==> config.mk <==
export PLATFORM = sky130hd
export DESIGN_NAME = drift_time_counter
export DESIGN_NICKNAME = d
export VERILOG_FILES = /design/src/rtl/dtc_pkg.sv /design/src/rtl/dtc_regs.sv /design/src/rtl/dtc_drift.sv /design/src/rtl/dtc_timebase.sv /design/src/rtl/drift_time_counter.sv
export SDC_FILE = /design/constraint.sdc
export NUM_CORES = 1
export LEC_CHECK = 0
export ABC_AREA = 1
export BUFFER_PORTS_ARGS = -buffer_cell sky130_fd_sc_hd__buf_2
export CAP_MARGIN = 20
export CORE_ASPECT_RATIO = 1.4
export CORE_MARGIN = 2
export CORE_UTILIZATION = 30
export CTS_CLUSTER_DIAMETER = 40
export DETAILED_ROUTE_END_ITERATION = 7
export GPL_TIMING_DRIVEN = 0
export PLACE_DENSITY = 0.46
export SLEW_MARGIN = 20
export SYNTH_ARGS = -nofsm -noshare
export SYNTH_HDL_FRONTEND = slang
export SYNTH_HIERARCHICAL = 1
export SYNTH_SLANG_ARGS = --single-unit
==> constraint.sdc <==
create_clock -name clk -period 8.51 [get_ports clk]
set_input_delay 0 -clock clk [delete_from_list [all_inputs] [get_ports clk]]
set_output_delay 0 -clock clk [all_outputs]
set_load 0.01 [all_outputs]
==> src/rtl/dtc_pkg.sv <==
package dtc_pkg;
  localparam int TIME_W     = 64;
  localparam int HALF_W     = 32;
  localparam int PER_W      = 28;
  localparam int MAG_W      = 3;
  localparam int ADDR_W     = 3;
  localparam int QUANTUM_NS = 16;

  localparam logic [ADDR_W-1:0] A_CTRL  = 3'd0;
  localparam logic [ADDR_W-1:0] A_LD_LO = 3'd1;
  localparam logic [ADDR_W-1:0] A_LD_HI = 3'd2;
  localparam logic [ADDR_W-1:0] A_DRIFT = 3'd3;
  localparam logic [ADDR_W-1:0] A_DRST  = 3'd4;
  localparam logic [ADDR_W-1:0] A_T_LO  = 3'd5;
  localparam logic [ADDR_W-1:0] A_T_HI  = 3'd6;

  localparam logic [HALF_W-1:0] CMD_PAUSE  = 32'd2;
  localparam logic [HALF_W-1:0] CMD_RESUME = 32'd4;

  typedef struct packed {
    logic             add;
    logic [MAG_W-1:0] mag;
    logic [PER_W-1:0] period;
  } drift_cfg_t;

  function automatic logic drift_active(input drift_cfg_t c);
    return (c.period != '0) && (c.mag != '0);
  endfunction

  function automatic logic [TIME_W-1:0] advance(input logic [TIME_W-1:0] cur,
                                                input logic evt,
                                                input drift_cfg_t c,
                                                input int unsigned quantum);
    logic [TIME_W-1:0] step;
    step = TIME_W'(quantum);
    if (evt) begin
      if (c.add) step = step + TIME_W'(c.mag);
      else       step = step - TIME_W'(c.mag);
    end
    return cur + step;
  endfunction
endpackage

==> src/rtl/dtc_regs.sv <==
module dtc_regs
  import dtc_pkg::*;
(
  input  logic                clk,
  input  logic                rst_n,
  input  logic                wr_en,
  input  logic [ADDR_W-1:0]   wr_addr,
  input  logic [HALF_W-1:0]   wr_data,
  output logic                paused,
  output drift_cfg_t          cfg,
  output logic                drift_rst,
  output logic [TIME_W-1:0]   load_val,
  output logic                resume_load
);
  localparam int N_HALF = TIME_W / HALF_W;

  logic pause_cmd, resume_cmd, cfg_wr, drst_wr, ld_any, ld_pend;
  logic [N_HALF-1:0] ld_wr;
  logic [N_HALF-1:0][HALF_W-1:0] ld_half;

  always_comb begin
    pause_cmd   = wr_en && (wr_addr == A_CTRL) && (wr_data == CMD_PAUSE);
    resume_cmd  = wr_en && (wr_addr == A_CTRL) && (wr_data == CMD_RESUME);
    cfg_wr      = wr_en && (wr_addr == A_DRIFT);
    drst_wr     = wr_en && (wr_addr == A_DRST);
    resume_load = resume_cmd && paused && ld_pend;
  end

  for (genvar h = 0; h < N_HALF; h++) begin : g_ld
    assign ld_wr[h] = wr_en && paused && (wr_addr == ADDR_W'(int'(A_LD_LO) + h));
    always_ff @(posedge clk) begin
      if (!rst_n)      ld_half[h] <= '0;
      else if (ld_wr[h]) ld_half[h] <= wr_data;
    end
  end
  assign ld_any   = |ld_wr;
  assign load_val = ld_half;

  always_ff @(posedge clk) begin
    if (!rst_n) begin
      paused    <= 1'b0;
      cfg       <= '0;
      drift_rst <= 1'b0;
      ld_pend   <= 1'b0;
    end else begin
      if (pause_cmd)  paused <= 1'b1;
      if (resume_cmd) paused <= 1'b0;
      if (resume_cmd)  ld_pend <= 1'b0;
      else if (ld_any) ld_pend <= 1'b1;
      if (cfg_wr && drift_rst) cfg <= drift_cfg_t'(wr_data);
      if (drst_wr) drift_rst <= wr_data[0];
    end
  end


  pause_takes_chk: assert property (@(posedge clk) disable iff (!rst_n)
    pause_cmd |=> paused);

  cfg_locked_chk: assert property (@(posedge clk) disable iff (!rst_n)
    (cfg_wr && !drift_rst) |=> $stable(cfg));

  load_locked_chk: assert property (@(posedge clk) disable iff (!rst_n)
    (wr_en && !paused) |=> $stable(load_val));
endmodule

==> src/rtl/dtc_drift.sv <==
module dtc_drift
  import dtc_pkg::*;
(
  input  logic       clk,
  input  logic       rst_n,
  input  logic       tick_run,
  input  drift_cfg_t cfg,
  input  logic       drift_rst,
  output logic       drift_evt
);
  logic [PER_W-1:0] dcnt;
  logic             active;

  always_comb begin
    active    = drift_active(cfg) && !drift_rst;
    drift_evt = active && tick_run && (dcnt == cfg.period - PER_W'(1));
  end

  always_ff @(posedge clk) begin
    if (!rst_n || !active) dcnt <= '0;
    else if (tick_run)     dcnt <= drift_evt ? '0 : dcnt + PER_W'(1);
  end


  restart_chk: assert property (@(posedge clk) disable iff (!rst_n)
    drift_rst |=> (dcnt == '0));

  interval_bound_chk: assert property (@(posedge clk) disable iff (!rst_n)
    active |-> (dcnt < cfg.period));

  no_evt_in_rst_chk: assert property (@(posedge clk) disable iff (!rst_n)
    $past(drift_rst) && drift_rst |-> !drift_evt);
endmodule

==> src/rtl/dtc_timebase.sv <==
module dtc_timebase
  import dtc_pkg::*;
#(
  parameter int unsigned QUANTUM = QUANTUM_NS
) (
  input  logic              clk,
  input  logic              rst_n,
  input  logic              tick,
  input  logic              paused,
  input  logic              drift_evt,
  input  drift_cfg_t        cfg,
  input  logic              drift_rst,
  input  logic              resume_load,
  input  logic [TIME_W-1:0] load_val,
  input  logic              rd_en,
  input  logic [ADDR_W-1:0] rd_addr,
  output logic [HALF_W-1:0] rd_data,
  output logic [TIME_W-1:0] time_o
);
  logic [HALF_W-1:0] snap_hi;
  logic              snap_rd;

  assign snap_rd = rd_en && (rd_addr == A_T_LO);

  always_ff @(posedge clk) begin
    if (!rst_n)              time_o <= '0;
    else if (resume_load)    time_o <= load_val;
    else if (tick && !paused) time_o <= advance(time_o, drift_evt, cfg, QUANTUM);
  end

  always_ff @(posedge clk) begin
    if (!rst_n) begin
      rd_data <= '0;
      snap_hi <= '0;
    end else begin
      rd_data <= '0;
      if (snap_rd) snap_hi <= time_o[TIME_W-1:HALF_W];
      if (rd_en) begin
        case (rd_addr)
          A_DRIFT: rd_data <= cfg;
          A_DRST:  rd_data <= HALF_W'(drift_rst);
          A_T_LO:  rd_data <= time_o[HALF_W-1:0];
          A_T_HI:  rd_data <= snap_hi;
          default: rd_data <= '0;
        endcase
      end
    end
  end


  hold_when_paused_chk: assert property (@(posedge clk) disable iff (!rst_n)
    (paused && !resume_load) |=> $stable(time_o));

  plain_step_chk: assert property (@(posedge clk) disable iff (!rst_n)
    (tick && !paused && !drift_evt) |=> (time_o == $past(time_o) + TIME_W'(QUANTUM)));

  load_apply_chk: assert property (@(posedge clk) disable iff (!rst_n)
    resume_load |=> (time_o == $past(load_val)));

  snap_pre_tick_chk: assert property (@(posedge clk) disable iff (!rst_n)
    snap_rd |=> (rd_data == $past(time_o[HALF_W-1:0])) && (snap_hi == $past(time_o[TIME_W-1:HALF_W])));
endmodule

==> src/rtl/drift_time_counter.sv <==
module drift_time_counter
  import dtc_pkg::*;
(
  input  logic              clk,
  input  logic              rst_n,
  input  logic              tick_i,
  input  logic              wr_en_i,
  input  logic [2:0]        wr_addr_i,
  input  logic [31:0]       wr_data_i,
  input  logic              rd_en_i,
  input  logic [2:0]        rd_addr_i,
  output logic [31:0]       rd_data_o,
  output logic [63:0]       time_o
);
  logic              paused, drift_rst, resume_load, drift_evt, tick_run;
  drift_cfg_t        cfg;
  logic [TIME_W-1:0] load_val;

  assign tick_run = tick_i && !paused;

  dtc_regs u_regs (
    .clk(clk), .rst_n(rst_n), .wr_en(wr_en_i), .wr_addr(wr_addr_i),
    .wr_data(wr_data_i), .paused(paused), .cfg(cfg), .drift_rst(drift_rst),
    .load_val(load_val), .resume_load(resume_load)
  );

  dtc_drift u_drift (
    .clk(clk), .rst_n(rst_n), .tick_run(tick_run), .cfg(cfg),
    .drift_rst(drift_rst), .drift_evt(drift_evt)
  );

  dtc_timebase #(.QUANTUM(QUANTUM_NS)) u_time (
    .clk(clk), .rst_n(rst_n), .tick(tick_i), .paused(paused),
    .drift_evt(drift_evt), .cfg(cfg), .drift_rst(drift_rst),
    .resume_load(resume_load), .load_val(load_val), .rd_en(rd_en_i),
    .rd_addr(rd_addr_i), .rd_data(rd_data_o), .time_o(time_o)
  );


  reset_state_chk: assert property (@(posedge clk)
    !rst_n |=> (time_o == '0) && !paused && (cfg == '0) && !drift_rst);
endmodule

==> flow_summary_export.csv <==
group,metric,value,unit
status,outcome,"complete, no violations",
critical_path,crit_chain,"inv_1, ha_1, nand3_1, nor2_2, nand4_1, nand3_1, nand2_1, nor2_1, nand3_2, nor2_2, o21ai_0, a21oi_1, ha_1, nor2_1, nand2_1, nand3_1, nand2_1, nand2_1, nor2_2, nand2_1, nand2_1, nand2_1, a21oi_1, nor2_1",
critical_path,critPathMostFrequentCell,"sky130_fd_sc_hd__nand2_1",
timing,report.final.hold_viol_count,0,
synthesis,mappedNetlistArea,0.0143,sq mm
critical_path,cpPeakStageDelay,0.37,ns
clocking,post_cts_hold_buffers,40,
layout,num-nets-final,2446,
layout,drive_gt1_share,14.4,%
clocking,cts_root_buffer,"sky130_fd_sc_hd__clkbuf_16",
floorplan,starting_density,30.4,%
detailed_routing,total_via_count_in_the_routed_design,14900,
synthesis,netlist.area_leader.share,35.8,%
timing,worst_clock_skew,0.0324,ns
clocking,cts_max_level,2,
critical_path,critPathRequiredTime,8.90,ns
clocking,cts.sink_count,255,
clocking,clock_tree_from_tritoncts,"done",
synthesis,post_synth_most_frequent_cells,"sky130_fd_sc_hd__nand2_1 (482), sky130_fd_sc_hd__nor2_1 (325), sky130_fd_sc_hd__inv_1 (286)",
min_path,hold_path_class,"input pin to flop",
layout,area_growth,23.0,%
pwr,leakage,7.15,nW
global_route,global_route_wire_length_before_repair,91.6,mm
timing,timing.final.setup_violations,0,
layout,area.sequential,0.00510,sq mm
detailed_routing,drt_first_pass_iters,5,
synthesis,synth-main-ff-cell,"sky130_fd_sc_hd__dfxtp_1",
floorplan,dieArea,0.0493,sq mm
clocking,cts_buffer_depth,3,
critical_path,startpoint,"u_regs/cfg[0]$_SDFFE_PN0P_",
placement,detailed_place_hpwl,51.1,mm
clocking,numCtsBuffers,41,
floorplan,rows,94,
synthesis,yosys.area.top_type,"sky130_fd_sc_hd__dfxtp_1",
layout,final_cells,3046,
pwr,cellPowerDensity,177,mW/mm^2
timing,worst-slew-pin-transition,0.979,ns
critical_path,cp-start-kind,"flop",
detailed_routing,initial_drt_markers,1010,
floorplan,die_width,188,microns
synthesis,cell_types_with_the_largest_area_share_after_synthesis,"sky130_fd_sc_hd__dfxtp_1 (36%), sky130_fd_sc_hd__nand2_1 (13%), sky130_fd_sc_hd__nor2_1 (8.6%)",
clocking,later_pin_clock_latency_in_the_skew_report,0.56,ns
detailed_routing,drtAntennaViolNets,0,
global_route,antenna_found_initial,0,
placement,gp_congestion,0.982,
critical_path,critical_path_maximum_fanout,6,
critical_path,worst_r2r_startpoint,"u_regs/cfg[0]$_SDFFE_PN0P_",
pwr,power.ir.vdd_worst,0.119,mV
floorplan,floorplan.io_pins,139,
synthesis,synth_seq_area_share,35.8,%
critical_path,arr_time_crit_path,5.07,ns
floorplan,die_height,262,microns
synthesis,postSynthCellCount,2170,
synthesis,synth_area_per_cell,6.57,sq um
timing,setup_tns,0,ns
min_path,min_from,"tick_i",
layout,multi_input_comb_area,0.00763,sq mm
detailed_routing,route.detailed.vias_per_inst,4.90,
global_route,grt_max_degree,13,
pwr,total_power,3.10,mW
timing,unrepaired_setup_endpoints_after_global_routing,"false",
global_route,grt_overflow,0,
floorplan,core,0.0469,sq mm
detailed_routing,final_wirelength,62.8,mm
placement,portBuffers,138,
clocking,cts.repair_timing.setup_buffer_count,0,
timing,finalMaxSlewViolations,0,
critical_path,endpoint_kind,"flop",
critical_path,cp_num_buf_inv,1,
clocking,worst_setup_hold_path_clk_slew,0.05,ns
clocking,post_cts.resized_instances,0,
synthesis,synth-edff-count,0,
timing,timing.fmax,214,MHz
global_route,gr-usage-all-layers,25.2,%
synthesis,number_of_storage_elements_in_the_synthesis_netlist,255,
critical_path,type_of_the_setup_path_with_the_least_slack,"flop to flop",
synthesis,post_synthesis_net_count,2224,
layout,diodes,0,
placement,placed_cell_count,2933,
layout,num-fill-cells,5152,
timing,final_period_minus_worst_setup_slack,4.68,ns
detailed_routing,drc,0,
synthesis,synth_warnings,6,
synthesis,post_synth_num_cell_types,51,
global_route,first_global_vias,14600,
critical_path,timing.critical_path.slowest_stage_cell,"sky130_fd_sc_hd__nor2_2",
synthesis,yosysMostFrequentCell,"sky130_fd_sc_hd__nand2_1",
job,drv.max_cap_violation_count,0,
timing,min_period_over_period,55.0,%
detailed_routing,avgRoutedWirePerCell,20.6,microns
synthesis,async_reset_ff_share,0,%
critical_path,worst_path_dominant_cell_family,"simple AND/OR/NAND/NOR gates",
timing,timing.slew.headroom,34.7,%
==> sequential cells by signal, indices dropped and copies added (netlist names) <==
signal / cells
u_drift/dcnt: 28
u_time/time_o: 64
u_time/snap_hi: 32
u_regs/load_val: 64
u_regs/drift_rst: 1
u_regs/paused: 1
u_regs/ld_pend: 1
u_time/rd_data: 32
u_regs/cfg: 32
==> metal layers <==
layer | global-route usage [%] | part of all wire, % | routed length (microns) | up-vias
met5 | 0 | 0 | 0 | -
met4 | 15.6 | 6.6 | 4130 | 0
met3 | 2.68 | 4.5 | 2800 | 152
met2 | 46.5 | 51 | 32000 | 444
met1 | 27.6 | 38 | 23900 | 6945
li1 | - | - | - | 7376
==> power by group <==
group | leakage (nW) | total, mW | internal [mW] | switching (mW)
clock network | 0.676 | 1.73 | 1.06 | 0.668
logic | 4.42 | 0.159 | 0.0489 | 0.110
registers | 2.06 | 1.21 | 1.20 | 0.00533
total | 7.15 | 3.10 | 2.31 | 0.784
==> worst paths after layout <==
kind | end | slack [ns] | cells after the start
setup / recovery | u_time/time_o[57]$_SDFFE_PN0P_ | 3.83 | 24
hold / removal | u_drift/dcnt[2]$_SDFFE_PP0P_ | 0.11 | 8
setup reg to reg | u_time/time_o[57]$_SDFFE_PN0P_ | 3.83 | 24
hold reg to reg | u_time/snap_hi[21]$_SDFFE_PN0P_ | 0.46 | 2
==> area by class of cell <==
| type | count | share of cell area (%) |
|---|---|---|
| multi-input combinational | 1533 | 43.5 |
| clock inverter | 31 | 2.05 |
| buffer | 79 | 2.26 |
| timing repair buffer | 179 | 6.26 |
| inverter | 303 | 6.48 |
| tap | 624 | 4.45 |
| clock buffer | 42 | 5.93 |
| sequential | 255 | 29.1 |
==> logic make-up after synthesis <==
kind of cell,share of synthesized area (%)
buffers and inverters,10.8
adders and majority gates,1.02
DFF,35.8
AOI/OAI and AO/OA,14.6
xor gates and xnor gates,4.11
and+or+nand+nor,33.7
==> cells in the final DEF (no fill, tap or decap), types with 11 or more instances in the layout <==
| cell | Yosys | final |
|---|---|---|
| sky130_fd_sc_hd__nor2_4 | 32 | 32 |
| sky130_fd_sc_hd__nor2_1 | 325 | 325 |
| sky130_fd_sc_hd__nor2_2 | 30 | 30 |
| sky130_fd_sc_hd__nand4_1 | 33 | 33 |
| sky130_fd_sc_hd__nand2_1 | 482 | 482 |
| sky130_fd_sc_hd__a21oi_1 | 117 | 117 |
| sky130_fd_sc_hd__o21ai_0 | 181 | 181 |
| sky130_fd_sc_hd__inv_1 | 286 | 286 |
| sky130_fd_sc_hd__nor3_1 | 18 | 17 |
| sky130_fd_sc_hd__nand2_2 | 13 | 13 |
| sky130_fd_sc_hd__o21ai_1 | 11 | 11 |
| sky130_fd_sc_hd__dlygate4sd3_1 | 0 | 40 |
| sky130_fd_sc_hd__xnor2_1 | 15 | 15 |
| sky130_fd_sc_hd__dfxtp_1 | 255 | 255 |
| sky130_fd_sc_hd__nand3_1 | 110 | 110 |
| sky130_fd_sc_hd__xor2_1 | 52 | 52 |
| sky130_fd_sc_hd__clkbuf_1 | 50 | 50 |
| sky130_fd_sc_hd__o221ai_1 | 21 | 21 |
| sky130_fd_sc_hd__a31oi_1 | 20 | 20 |
| sky130_fd_sc_hd__inv_2 | 13 | 13 |
| sky130_fd_sc_hd__inv_6 | 0 | 11 |
| sky130_fd_sc_hd__clkbuf_16 | 0 | 41 |
| sky130_fd_sc_hd__buf_2 | 11 | 149 |
==> worst register-to-register path, stage by stage, from the launching register on <==
cell	delay (ns)
sky130_fd_sc_hd__dfxtp_1	0.35
sky130_fd_sc_hd__inv_1	0.18
sky130_fd_sc_hd__ha_1	0.29
sky130_fd_sc_hd__nand3_1	0.16
sky130_fd_sc_hd__nor2_2	0.38
sky130_fd_sc_hd__nand4_1	0.13
sky130_fd_sc_hd__nand3_1	0.12
sky130_fd_sc_hd__nand2_1	0.06
sky130_fd_sc_hd__nor2_1	0.21
sky130_fd_sc_hd__nand3_2	0.21
sky130_fd_sc_hd__nor2_2	0.32
sky130_fd_sc_hd__o21ai_0	0.15
sky130_fd_sc_hd__a21oi_1	0.27
sky130_fd_sc_hd__ha_1	0.21
sky130_fd_sc_hd__nor2_1	0.04
sky130_fd_sc_hd__nand2_1	0.13
sky130_fd_sc_hd__nand3_1	0.13
sky130_fd_sc_hd__nand2_1	0.23
sky130_fd_sc_hd__nand2_1	0.25
sky130_fd_sc_hd__nor2_2	0.34
sky130_fd_sc_hd__nand2_1	0.10
sky130_fd_sc_hd__nand2_1	0.07
sky130_fd_sc_hd__nand2_1	0.05
sky130_fd_sc_hd__a21oi_1	0.12
sky130_fd_sc_hd__nor2_1	0.05
==> through the flow <==
stage | hold slack (ns) | utilization (%) | setup slack [ns] | cell area, sq um
3_5_place_dp | 0.323 | 33.6 | 3.86 | 15700
5_1_grt | 0.147 | 37.4 | 3.51 | 17500
2_1_floorplan | 0.138 | - | 5.31 | 14300
6_report | 0.105 | 37.4 | 3.83 | 17500
3_3_place_gp | 0.314 | 33.5 | 3.95 | 15700
4_1_cts | 0.0739 | 37.4 | 3.82 | 17500
(Power assumes the default switching activity.)
